File: config.mk
export PLATFORM = sky130hd
export DESIGN_NAME = adc_rdbk_target
export DESIGN_NICKNAME = d
export VERILOG_FILES = /design/src/rtl/adc_rdbk_pkg.sv /design/src/rtl/adc_offset_decode.sv /design/src/rtl/adc_conv_timer.sv /design/src/rtl/adc_sample_mux.sv /design/src/rtl/adc_result_ser.sv /design/src/rtl/adc_rdbk_target.sv
export SDC_FILE = /design/constraint.sdc
export NUM_CORES = 1
export LEC_CHECK = 0
export ABC_AREA = 1
export CORE_MARGIN = 2
export CORE_UTILIZATION = 45
export DETAILED_ROUTE_END_ITERATION = 12
export PLACE_DENSITY = 0.88
export SETUP_SLACK_MARGIN = 0.15
export SLEW_MARGIN = 20
export SYNTH_ARGS = -nofsm -noshare
export SYNTH_HDL_FRONTEND = slang
export SYNTH_SLANG_ARGS = --single-unit
File: constraint.sdc
create_clock -name clk -period 4.3 [get_ports clk]
set_input_delay 1.075 -clock clk [delete_from_list [all_inputs] [get_ports clk]]
set_output_delay 1.075 -clock clk [all_outputs]
set_load 0.01 [all_outputs]
File: src/rtl/adc_rdbk_pkg.sv
package adc_rdbk_pkg;
   localparam int BYTE_W = 8;
   localparam int CH_W   = 4;
   localparam int WORD_W = 16;
   localparam int OFS_SHIFT = 3;

   typedef enum logic [1:0] {
      PH_IDLE = 2'd0,
      PH_WR   = 2'd1,
      PH_RD   = 2'd2
   } bus_phase_e;

   // conversion time in clock cycles from frequency and microseconds
   function automatic int conv_cycles(input int clk_hz, input int usec);
      return (clk_hz / 1000) * usec / 1000;
   endfunction
endpackage

File: src/rtl/adc_offset_decode.sv
module adc_offset_decode
   import adc_rdbk_pkg::*;
#(
   parameter int NCH = 11
) (
   input  logic [BYTE_W-1:0] ofs_byte,
   output logic [CH_W-1:0]   ch_sel,
   output logic              ch_ok
);
   localparam int FLD_W = BYTE_W - OFS_SHIFT;

   logic [FLD_W-1:0]     fld;
   logic [OFS_SHIFT-1:0] unused_low;

   assign fld        = ofs_byte[BYTE_W-1:OFS_SHIFT];
   assign unused_low = ofs_byte[OFS_SHIFT-1:0];
   assign ch_sel     = fld[CH_W-1:0];
   assign ch_ok      = (int'(fld) < NCH);
endmodule

File: src/rtl/adc_conv_timer.sv
module adc_conv_timer
   import adc_rdbk_pkg::*;
#(
   parameter int CYC = 8750
) (
   input  logic            clk,
   input  logic            rst_n,
   input  logic            start,
   input  logic [CH_W-1:0] ch_in,
   output logic            busy,
   output logic            done,
   output logic [CH_W-1:0] ch_act
);
   localparam int CNT_W = (CYC < 2) ? 1 : $clog2(CYC);

   logic [CNT_W-1:0] cnt;

   always_ff @(posedge clk) begin
      if (!rst_n) begin
         busy   <= 1'b0;
         cnt    <= '0;
         ch_act <= '0;
      end else if (start) begin
         busy   <= 1'b1;
         cnt    <= CNT_W'(CYC - 1);
         ch_act <= ch_in;
      end else if (busy) begin
         if (cnt == '0) busy <= 1'b0;
         else           cnt  <= cnt - 1'b1;
      end
   end

   assign done = busy && (cnt == '0) && !start;
endmodule

File: src/rtl/adc_sample_mux.sv
module adc_sample_mux
   import adc_rdbk_pkg::*;
#(
   parameter int NCH      = 11,
   parameter int SAMPLE_W = 10
) (
   input  logic [NCH*SAMPLE_W-1:0] samples,
   input  logic [CH_W-1:0]         sel,
   output logic [SAMPLE_W-1:0]     smp
);
   localparam int SLOTS = 1 << CH_W;

   logic [SAMPLE_W-1:0] lane [SLOTS];

   for (genvar g = 0; g < SLOTS; g++) begin : g_lane
      if (g < NCH) begin : g_real
         assign lane[g] = samples[g*SAMPLE_W +: SAMPLE_W];
      end else begin : g_pad
         assign lane[g] = '0;
      end
   end

   assign smp = lane[sel];
endmodule

File: src/rtl/adc_result_ser.sv
module adc_result_ser
   import adc_rdbk_pkg::*;
#(
   parameter int SAMPLE_W = 10
) (
   input  logic              clk,
   input  logic              rst_n,
   input  logic              load,
   input  logic [CH_W-1:0]   ch,
   input  logic [SAMPLE_W-1:0] smp,
   input  logic              rewind,
   input  logic              rd_go,
   output logic [WORD_W-1:0] word,
   output logic              rd_stb,
   output logic [BYTE_W-1:0] rd_byte
);
   logic lo_next;

   always_ff @(posedge clk) begin
      if (!rst_n) begin
         word <= '0;
      end else if (load) begin
         word <= {1'b0, ch, 1'b0, smp};
      end
   end

   always_ff @(posedge clk) begin
      if (!rst_n) begin
         lo_next <= 1'b0;
         rd_stb  <= 1'b0;
         rd_byte <= '0;
      end else begin
         rd_stb <= rd_go;
         if (rewind) begin
            lo_next <= 1'b0;
         end else if (rd_go) begin
            rd_byte <= lo_next ? word[BYTE_W-1:0] : word[WORD_W-1:BYTE_W];
            lo_next <= !lo_next;
         end
      end
   end
endmodule

File: src/rtl/adc_rdbk_target.sv
module adc_rdbk_target
   import adc_rdbk_pkg::*;
#(
   parameter int NCH       = 11,
   parameter int SAMPLE_W  = 10,
   parameter int CLK_HZ    = 125_000_000,
   parameter bit SLOW_CONV = 1'b0
) (
   input  logic                    clk,
   input  logic                    rst_n,
   input  logic                    addr_stb,
   input  logic                    addr_rd,
   input  logic                    wdat_stb,
   input  logic [7:0]              wdat,
   input  logic                    rreq_stb,
   input  logic                    stop_stb,
   input  logic [NCH*SAMPLE_W-1:0] samples,
   output logic                    ack_stb,
   output logic                    ack_ok,
   output logic                    rdat_stb,
   output logic [7:0]              rdat,
   output logic                    conv_busy
);
   localparam int CONV_US  = SLOW_CONV ? 185 : 70;
   localparam int CONV_CYC = conv_cycles(CLK_HZ, CONV_US);

   if (NCH < 1 || NCH > (1 << CH_W)) begin : g_bad_nch
      $error("NCH must fit the channel echo field");
   end
   if (SAMPLE_W + CH_W + 2 != WORD_W) begin : g_bad_w
      $error("sample, echo and pad bits must fill the result word");
   end
   if (CONV_CYC < 1) begin : g_bad_cyc
      $error("conversion time rounds to zero cycles");
   end

   bus_phase_e          phase;
   logic [CH_W-1:0]     dec_ch;
   logic                dec_ok;
   logic                conv_start;
   logic                conv_done;
   logic [CH_W-1:0]     act_ch;
   logic [SAMPLE_W-1:0] mux_smp;
   logic [WORD_W-1:0]   res_word;
   logic                rd_go;

   adc_offset_decode #(.NCH(NCH)) u_dec (
      .ofs_byte (wdat),
      .ch_sel   (dec_ch),
      .ch_ok    (dec_ok)
   );

   assign conv_start = wdat_stb && (phase == PH_WR) && dec_ok;

   adc_conv_timer #(.CYC(CONV_CYC)) u_tmr (
      .clk    (clk),
      .rst_n  (rst_n),
      .start  (conv_start),
      .ch_in  (dec_ch),
      .busy   (conv_busy),
      .done   (conv_done),
      .ch_act (act_ch)
   );

   adc_sample_mux #(.NCH(NCH), .SAMPLE_W(SAMPLE_W)) u_mux (
      .samples (samples),
      .sel     (act_ch),
      .smp     (mux_smp)
   );

   assign rd_go = rreq_stb && (phase == PH_RD);

   adc_result_ser #(.SAMPLE_W(SAMPLE_W)) u_ser (
      .clk     (clk),
      .rst_n   (rst_n),
      .load    (conv_done),
      .ch      (act_ch),
      .smp     (mux_smp),
      .rewind  (addr_stb),
      .rd_go   (rd_go),
      .word    (res_word),
      .rd_stb  (rdat_stb),
      .rd_byte (rdat)
   );

   always_ff @(posedge clk) begin
      if (!rst_n) begin
         phase   <= PH_IDLE;
         ack_stb <= 1'b0;
         ack_ok  <= 1'b0;
      end else begin
         ack_stb <= addr_stb || (wdat_stb && phase == PH_WR);
         ack_ok  <= addr_stb ? !(addr_rd && conv_busy) : 1'b1;
         if (addr_stb) begin
            if (!addr_rd)       phase <= PH_WR;
            else if (conv_busy) phase <= PH_IDLE;
            else                phase <= PH_RD;
         end else if (stop_stb) begin
            phase <= PH_IDLE;
         end
      end
   end
endmodule

==> impl_metrics.env, run 1 <==
export IMPL_routed_wl_um=9370
export IMPL_syn_num_nets=653
export IMPL_tns_ns=0
export IMPL_postCtsSetupBuffers=0
export IMPL_multi_input_area_um2=1990
export IMPL_crit_path_end_kind="register"
export IMPL_grt_pass1_vias=3578
export IMPL_cts_made_buffers=5
export IMPL_power_w=0.000940
export IMPL_path_common_cell="nand2_1"
export IMPL_final_seq_area_um2=941
export IMPL_die_area_um2=7800
export IMPL_htree_levels=2
export IMPL_leakagePower_nw=1.87
export IMPL_peakVddDrop_mv=0.139
export IMPL_drv_cap=0
export IMPL_ys_seq_area_frac=0.294
export IMPL_drive_gt1_frac=0.0469
export IMPL_reg2reg_slack_ns=2.24
export IMPL_nFillCells=611
export IMPL_p_switching_w=0.000245
export IMPL_maxSlewViolCount=0
export IMPL_critPathLaunch="wdat[5]"
export IMPL_start_util=0.468
export IMPL_crit_path_start_kind="primary input"
export IMPL_r2r_end="u_ser.word[0]"
export IMPL_reg2reg_depth=8
export IMPL_cts_buffer_depth=2
export IMPL_critical_path_class="in2reg"
export IMPL_synthMuxAreaShare=0
export IMPL_place_hpwl_um=7240
export IMPL_cts_resized=0
export IMPL_slowest_stage="clkdlybuf4s50_1"
export IMPL_period_needed_ns=2.73
export IMPL_power_share_sequential=0.478
export IMPL_hold_depth=2
export IMPL_hold_buffers=0
export IMPL_p_int_w=0.000695
export IMPL_power_density_nw_per_um2=204
export IMPL_grt_setup_unrepaired="no"
export IMPL_synth_warnings=0
export IMPL_p_clk_frac=0.290
export IMPL_critPathMaxFanout=21
export IMPL_antenna_cells=0
export IMPL_area_delta_synth_final_pct=43.8
export IMPL_vias=3807
export IMPL_yosys_area_share_simple=0.395
export IMPL_avgRoutedWirePerCell_um=12.7
export IMPL_pre_cts_ws_ns=1.25
export IMPL_design_core_area_um2=6830
export IMPL_ant_nets=0
export IMPL_nNetsFinal=765
export IMPL_die_x_um=88.3
export IMPL_fmax_mhz=366
export IMPL_drcViolationCount=0
export IMPL_port_buffers=133
export IMPL_antenna_found_initial=0
export IMPL_worstPathCellList="clkdlybuf4s50_1 -> inv_1 -> nand2_1 -> nand2_1 -> nand2_1 -> inv_2 -> nor2_8 -> nand2_1 -> nor2_1 -> nor2_1"
export IMPL_viasPerCell=5.18
export IMPL_critPathMaxStageDelay_ns=0.51
export IMPL_synth_compound_area_share=0.199
export IMPL_crit_end="u_ser.word[1]"
export IMPL_setup_violations=0
export IMPL_hold_path_class="reg2reg"
export IMPL_grt_remaining_overflow=0
export IMPL_fin_skew_ns=0.00636
export IMPL_swShare=0.261
export IMPL_final_hold_violation_count=0
export IMPL_synth_xor_area_frac=0.0192
export IMPL_dr_pass1_iters=6
export IMPL_synth_top_family_by_area="simple AND/OR/NAND/NOR gates"
export IMPL_cts_root_buf="clkbuf_8"
export IMPL_relSlewSlack=0.423
export IMPL_clkSinkCount=47
export IMPL_status="finished clean"
export IMPL_post_route_period_util=0.635
export IMPL_avgSynthCellArea_um2=6.08
export IMPL_worstSkewPairLatency_ns=0.31
export IMPL_cts_tree="done"
export IMPL_setup_slack_ns=1.57
export IMPL_crit_required_ns=4.51
export IMPL_stdcell_area_um2=4600
export IMPL_synthesis_area_um2=3200
export IMPL_hold_slack_ns=0.475
export IMPL_cp_data_arrival_time_ns=2.94
export IMPL_pwr_share_comb=0.232
export IMPL_synth_cell_types=31
export IMPL_synth_adder_area_share=0.00782
export IMPL_ioPinCount=137
export IMPL_routabilityCongestion=0.944
export IMPL_r2r_start="u_tmr.ch_act[0]"
export IMPL_grtUsageTotal=0.248
export IMPL_core_rowCount=30
export IMPL_grt_max_degree=62
export IMPL_die_y_um=88.3
export IMPL_synth_seq_cells=47
export IMPL_drtIter0Drc=167
export IMPL_placed_area_um2=4510
export IMPL_grt_pass1_wl_um=15500
export IMPL_netlist_instances=526
export IMPL_cts_clk_slew_worst_paths_ns=0.09
export IMPL_tightest_slew_ns=0.864
per-layer routing:
| metal | share of wire | vias up | track usage |
|---|---|---|---|
| met5 | 0 | - | 0 |
| met4 | 0.029 | 0 | 0.102 |
| met3 | 0.065 | 24 | 0.0466 |
| met2 | 0.52 | 146 | 0.461 |
| met1 | 0.39 | 1678 | 0.276 |
| li1 | - | 1959 | - |
layout make-up:
| cell class | count | share of cell area |
|---|---|---|
| clock buffer | 6 | 0.0158 |
| multi-input combinational | 419 | 0.432 |
| inverter | 29 | 0.0237 |
| clock inverter | 2 | 0.00354 |
| tap | 96 | 0.0261 |
| timing repair buffer | 136 | 0.294 |
| sequential | 47 | 0.205 |
worst min path at each step:
stage | from | endpoint
after detailed placement | u_ser.rd_byte[7] | u_ser.rd_byte[7]
after floorplan | u_ser.word[6] | u_ser.rd_byte[6]
after CTS | u_ser.rd_byte[2] | u_ser.rd_byte[2]
after global routing | u_ser.word[6] | u_ser.rd_byte[6]
after global placement | u_ser.rd_byte[2] | u_ser.rd_byte[2]
final | u_ser.word[14] | u_ser.rd_byte[6]
flip-flops by register name, summed over array words and instances (netlist names), 2 cells and up:
register,count
u_ser.word,14
u_tmr.cnt,14
u_ser.rd_byte,8
u_tmr.ch_act,4
phase,2
cells by family after synthesis:
group                    Yosys count
AO/OA/AOI/OAI                    119
XOR/XNOR                           7
adder cells (fa/ha/maj)            2
buffers and inverters             60
flip-flops                        47
AND/OR/NAND/NOR                  291
power by group through the flow:
stage / clock network (W) / registers, W / logic [W]
floorplan: 0 / 0.000458 / 0.0000866
global placement: 0 / 0.000459 / 0.000215
detailed placement: 0 / 0.000460 / 0.000218
CTS: 0.000278 / 0.000449 / 0.000219
global route: 0.000296 / 0.000450 / 0.000242
finish: 0.000272 / 0.000449 / 0.000218
placed cells by master (no fill, tap or decap), types with 5 or more instances in the layout:
| cell | instances |
|---|---|
| inv_1 | 25 |
| o22ai_1 | 7 |
| o21ai_1 | 17 |
| nor2_1 | 107 |
| nand3_1 | 45 |
| o21ai_0 | 55 |
| dfxtp_1 | 47 |
| nand2_1 | 117 |
| a31oi_1 | 8 |
| o211ai_1 | 8 |
| clkbuf_8 | 5 |
| a21oi_1 | 23 |
| xor2_1 | 6 |
| clkdlybuf4s50_1 | 133 |
| nor2_4 | 5 |
worst max-delay path, delay by kind of cell:
kind | cells | cell delay, ns
buf+inv | 3 | 0.74
simple gates | 7 | 1.13
per-stage QoR:
stage / util / std cells
global placement: 0.660 / 727
detailed placement: 0.660 / 727
CTS: 0.673 / 735
global route: 0.673 / 735
finish: 0.673 / 735
floorplan: - / 526
cell usage after synthesis, drive strengths merged:
cell	n	area share
a211oi	1	0.0023
a21oi	23	0.036
a31oi	8	0.016
buf	22	0.039
clkbuf	9	0.011
dfxtp	47	0.29
ha	2	0.0078
inv	29	0.034
nand2	120	0.14
nand3	47	0.079
nand3b	2	0.0047
nand4	4	0.0078
nor2	117	0.16
o211ai	8	0.019
o21ai	72	0.11
o22ai	7	0.014
or2	1	0.0020
xnor2	1	0.0027
xor2	6	0.016
(Power assumes the default switching activity.)
==> run 2: changes to the inputs <==
Settings changed: CORE_UTILIZATION 45 to 39, PLACE_DENSITY 0.88 to 0.82.
Clock period 4.3 ns to 2.3 ns, I/O delays scaled along.
==> impl_metrics.env, run 2 (synthesis gave the netlist of run 1 again) <==
export IMPL_grt_max_degree=52
export IMPL_cts_tree="done"
export IMPL_dr_pass1_iters=5
export IMPL_viasPerCell=5.18
export IMPL_grt_pass1_vias=3730
export IMPL_port_buffers=133
export IMPL_setup_violations=0
export IMPL_antenna_cells=0
export IMPL_final_hold_violation_count=0
export IMPL_cts_resized=0
export IMPL_avgRoutedWirePerCell_um=13.2
export IMPL_fmax_mhz=548
export IMPL_clkSinkCount=47
export IMPL_start_util=0.395
export IMPL_power_w=0.00188
export IMPL_nNetsFinal=772
export IMPL_cts_root_buf="clkbuf_8"
export IMPL_cts_made_buffers=5
export IMPL_routed_wl_um=9930
export IMPL_drtIter0Drc=189
export IMPL_htree_levels=2
export IMPL_drcViolationCount=0
export IMPL_crit_path_end_kind="register"
export IMPL_post_route_period_util=0.794
export IMPL_cp_data_arrival_time_ns=2.00
export IMPL_worstSkewPairLatency_ns=0.30
export IMPL_cts_clk_slew_worst_paths_ns=0.09
export IMPL_maxSlewViolCount=0
export IMPL_crit_path_start_kind="primary input"
export IMPL_reg_largest_list="u_ser.word (14), u_tmr.cnt (14), u_ser.rd_byte (8)"
export IMPL_relSlewSlack=0.561
export IMPL_hold_path_class="reg2reg"
export IMPL_ioPinCount=137
export IMPL_critical_path_class="in2reg"
export IMPL_routabilityCongestion=0.958
export IMPL_tightest_slew_ns=0.658
export IMPL_tns_ns=0
export IMPL_fin_skew_ns=0.00316
export IMPL_power_density_nw_per_um2=400
export IMPL_drv_cap=0
export IMPL_status="finished clean"
export IMPL_nFillCells=785
export IMPL_postCtsSetupBuffers=0
export IMPL_vias=3893
export IMPL_peakVddDrop_mv=0.198
export IMPL_grtUsageTotal=0.227
export IMPL_grt_remaining_overflow=0
export IMPL_final_cell_mix="clkdlybuf4s50_1, nand2_1, nor2_1"
export IMPL_leakagePower_nw=1.92
export IMPL_antenna_found_initial=0
export IMPL_core_rowCount=33
export IMPL_die_y_um=94.6
export IMPL_grt_setup_unrepaired="no"
export IMPL_cts_buffer_depth=2
export IMPL_die_x_um=94.6
export IMPL_area_delta_synth_final_pct=47.0
export IMPL_critPathMaxFanout=12
export IMPL_design_core_area_um2=8090
export IMPL_die_area_um2=8940
export IMPL_ant_nets=0
export IMPL_place_hpwl_um=7660
export IMPL_hold_buffers=0
export IMPL_layout_commonest_cell="clkdlybuf4s50_1"
export IMPL_grt_pass1_wl_um=16300
export IMPL_period_needed_ns=1.83
export IMPL_drive_gt1_frac=0.0588
export IMPL_crit_required_ns=2.47
run 2: metrics by stage:
stage           util  area, µm²  instances  setup WS (ns)  hold WS, ns
5_1_grt        0.581       4700        751          0.349        0.505
3_3_place_gp   0.567       4590        743          0.197        0.459
2_1_floorplan      -       3200        526          0.867        0.450
6_report       0.581       4700        751          0.474        0.477
3_5_place_dp   0.567       4590        743          0.169        0.469
4_1_cts        0.581       4700        751          0.482        0.483
run 2: routing by layer:
layer  wire length, µm  GRT usage
met1              3990      0.257
met2              4900      0.409
met3               566     0.0399
met4               474      0.115
met5                 0          0
run 2: path summary, 6_finish.rpt:
check / depth (start not counted) / from / slack (ns) / end
worst min-delay path: 2 / u_ser.rd_byte[7] / 0.48 / u_ser.rd_byte[7]
worst max-delay path: 9 / wdat_stb / 0.47 / u_ser.word[9]
worst min register to register: 2 / u_ser.rd_byte[7] / 0.48 / u_ser.rd_byte[7]
worst max register to register: 9 / u_tmr.cnt[0] / 0.58 / u_ser.word[1]
run 2: layout make-up:
type	count	area, µm²	area share
Multi-Input combinational cell	419	1990	0.423
Timing Repair Buffer	143	1420	0.302
Sequential cell	47	941	0.200
Tap cell	105	131	0.0279
Inverter	29	109	0.0231
Clock buffer	5	68.8	0.0146
Clock inverter	3	46.3	0.00984
run 2: power breakdown:
part,internal (W),switching [W]
Combinational,0.000257,0.000166
Clock,0.000328,0.000295
Sequential,0.000828,0.0000106
run 2: worst max-delay path: stages:
cell	delay [ns]
clkdlybuf4s50_1	0.46
nand3b_1	0.10
nor2_1	0.19
nand2_1	0.14
buf_4	0.20
nand4_1	0.13
nand2_1	0.07
nand2_1	0.06
a21oi_1	0.06
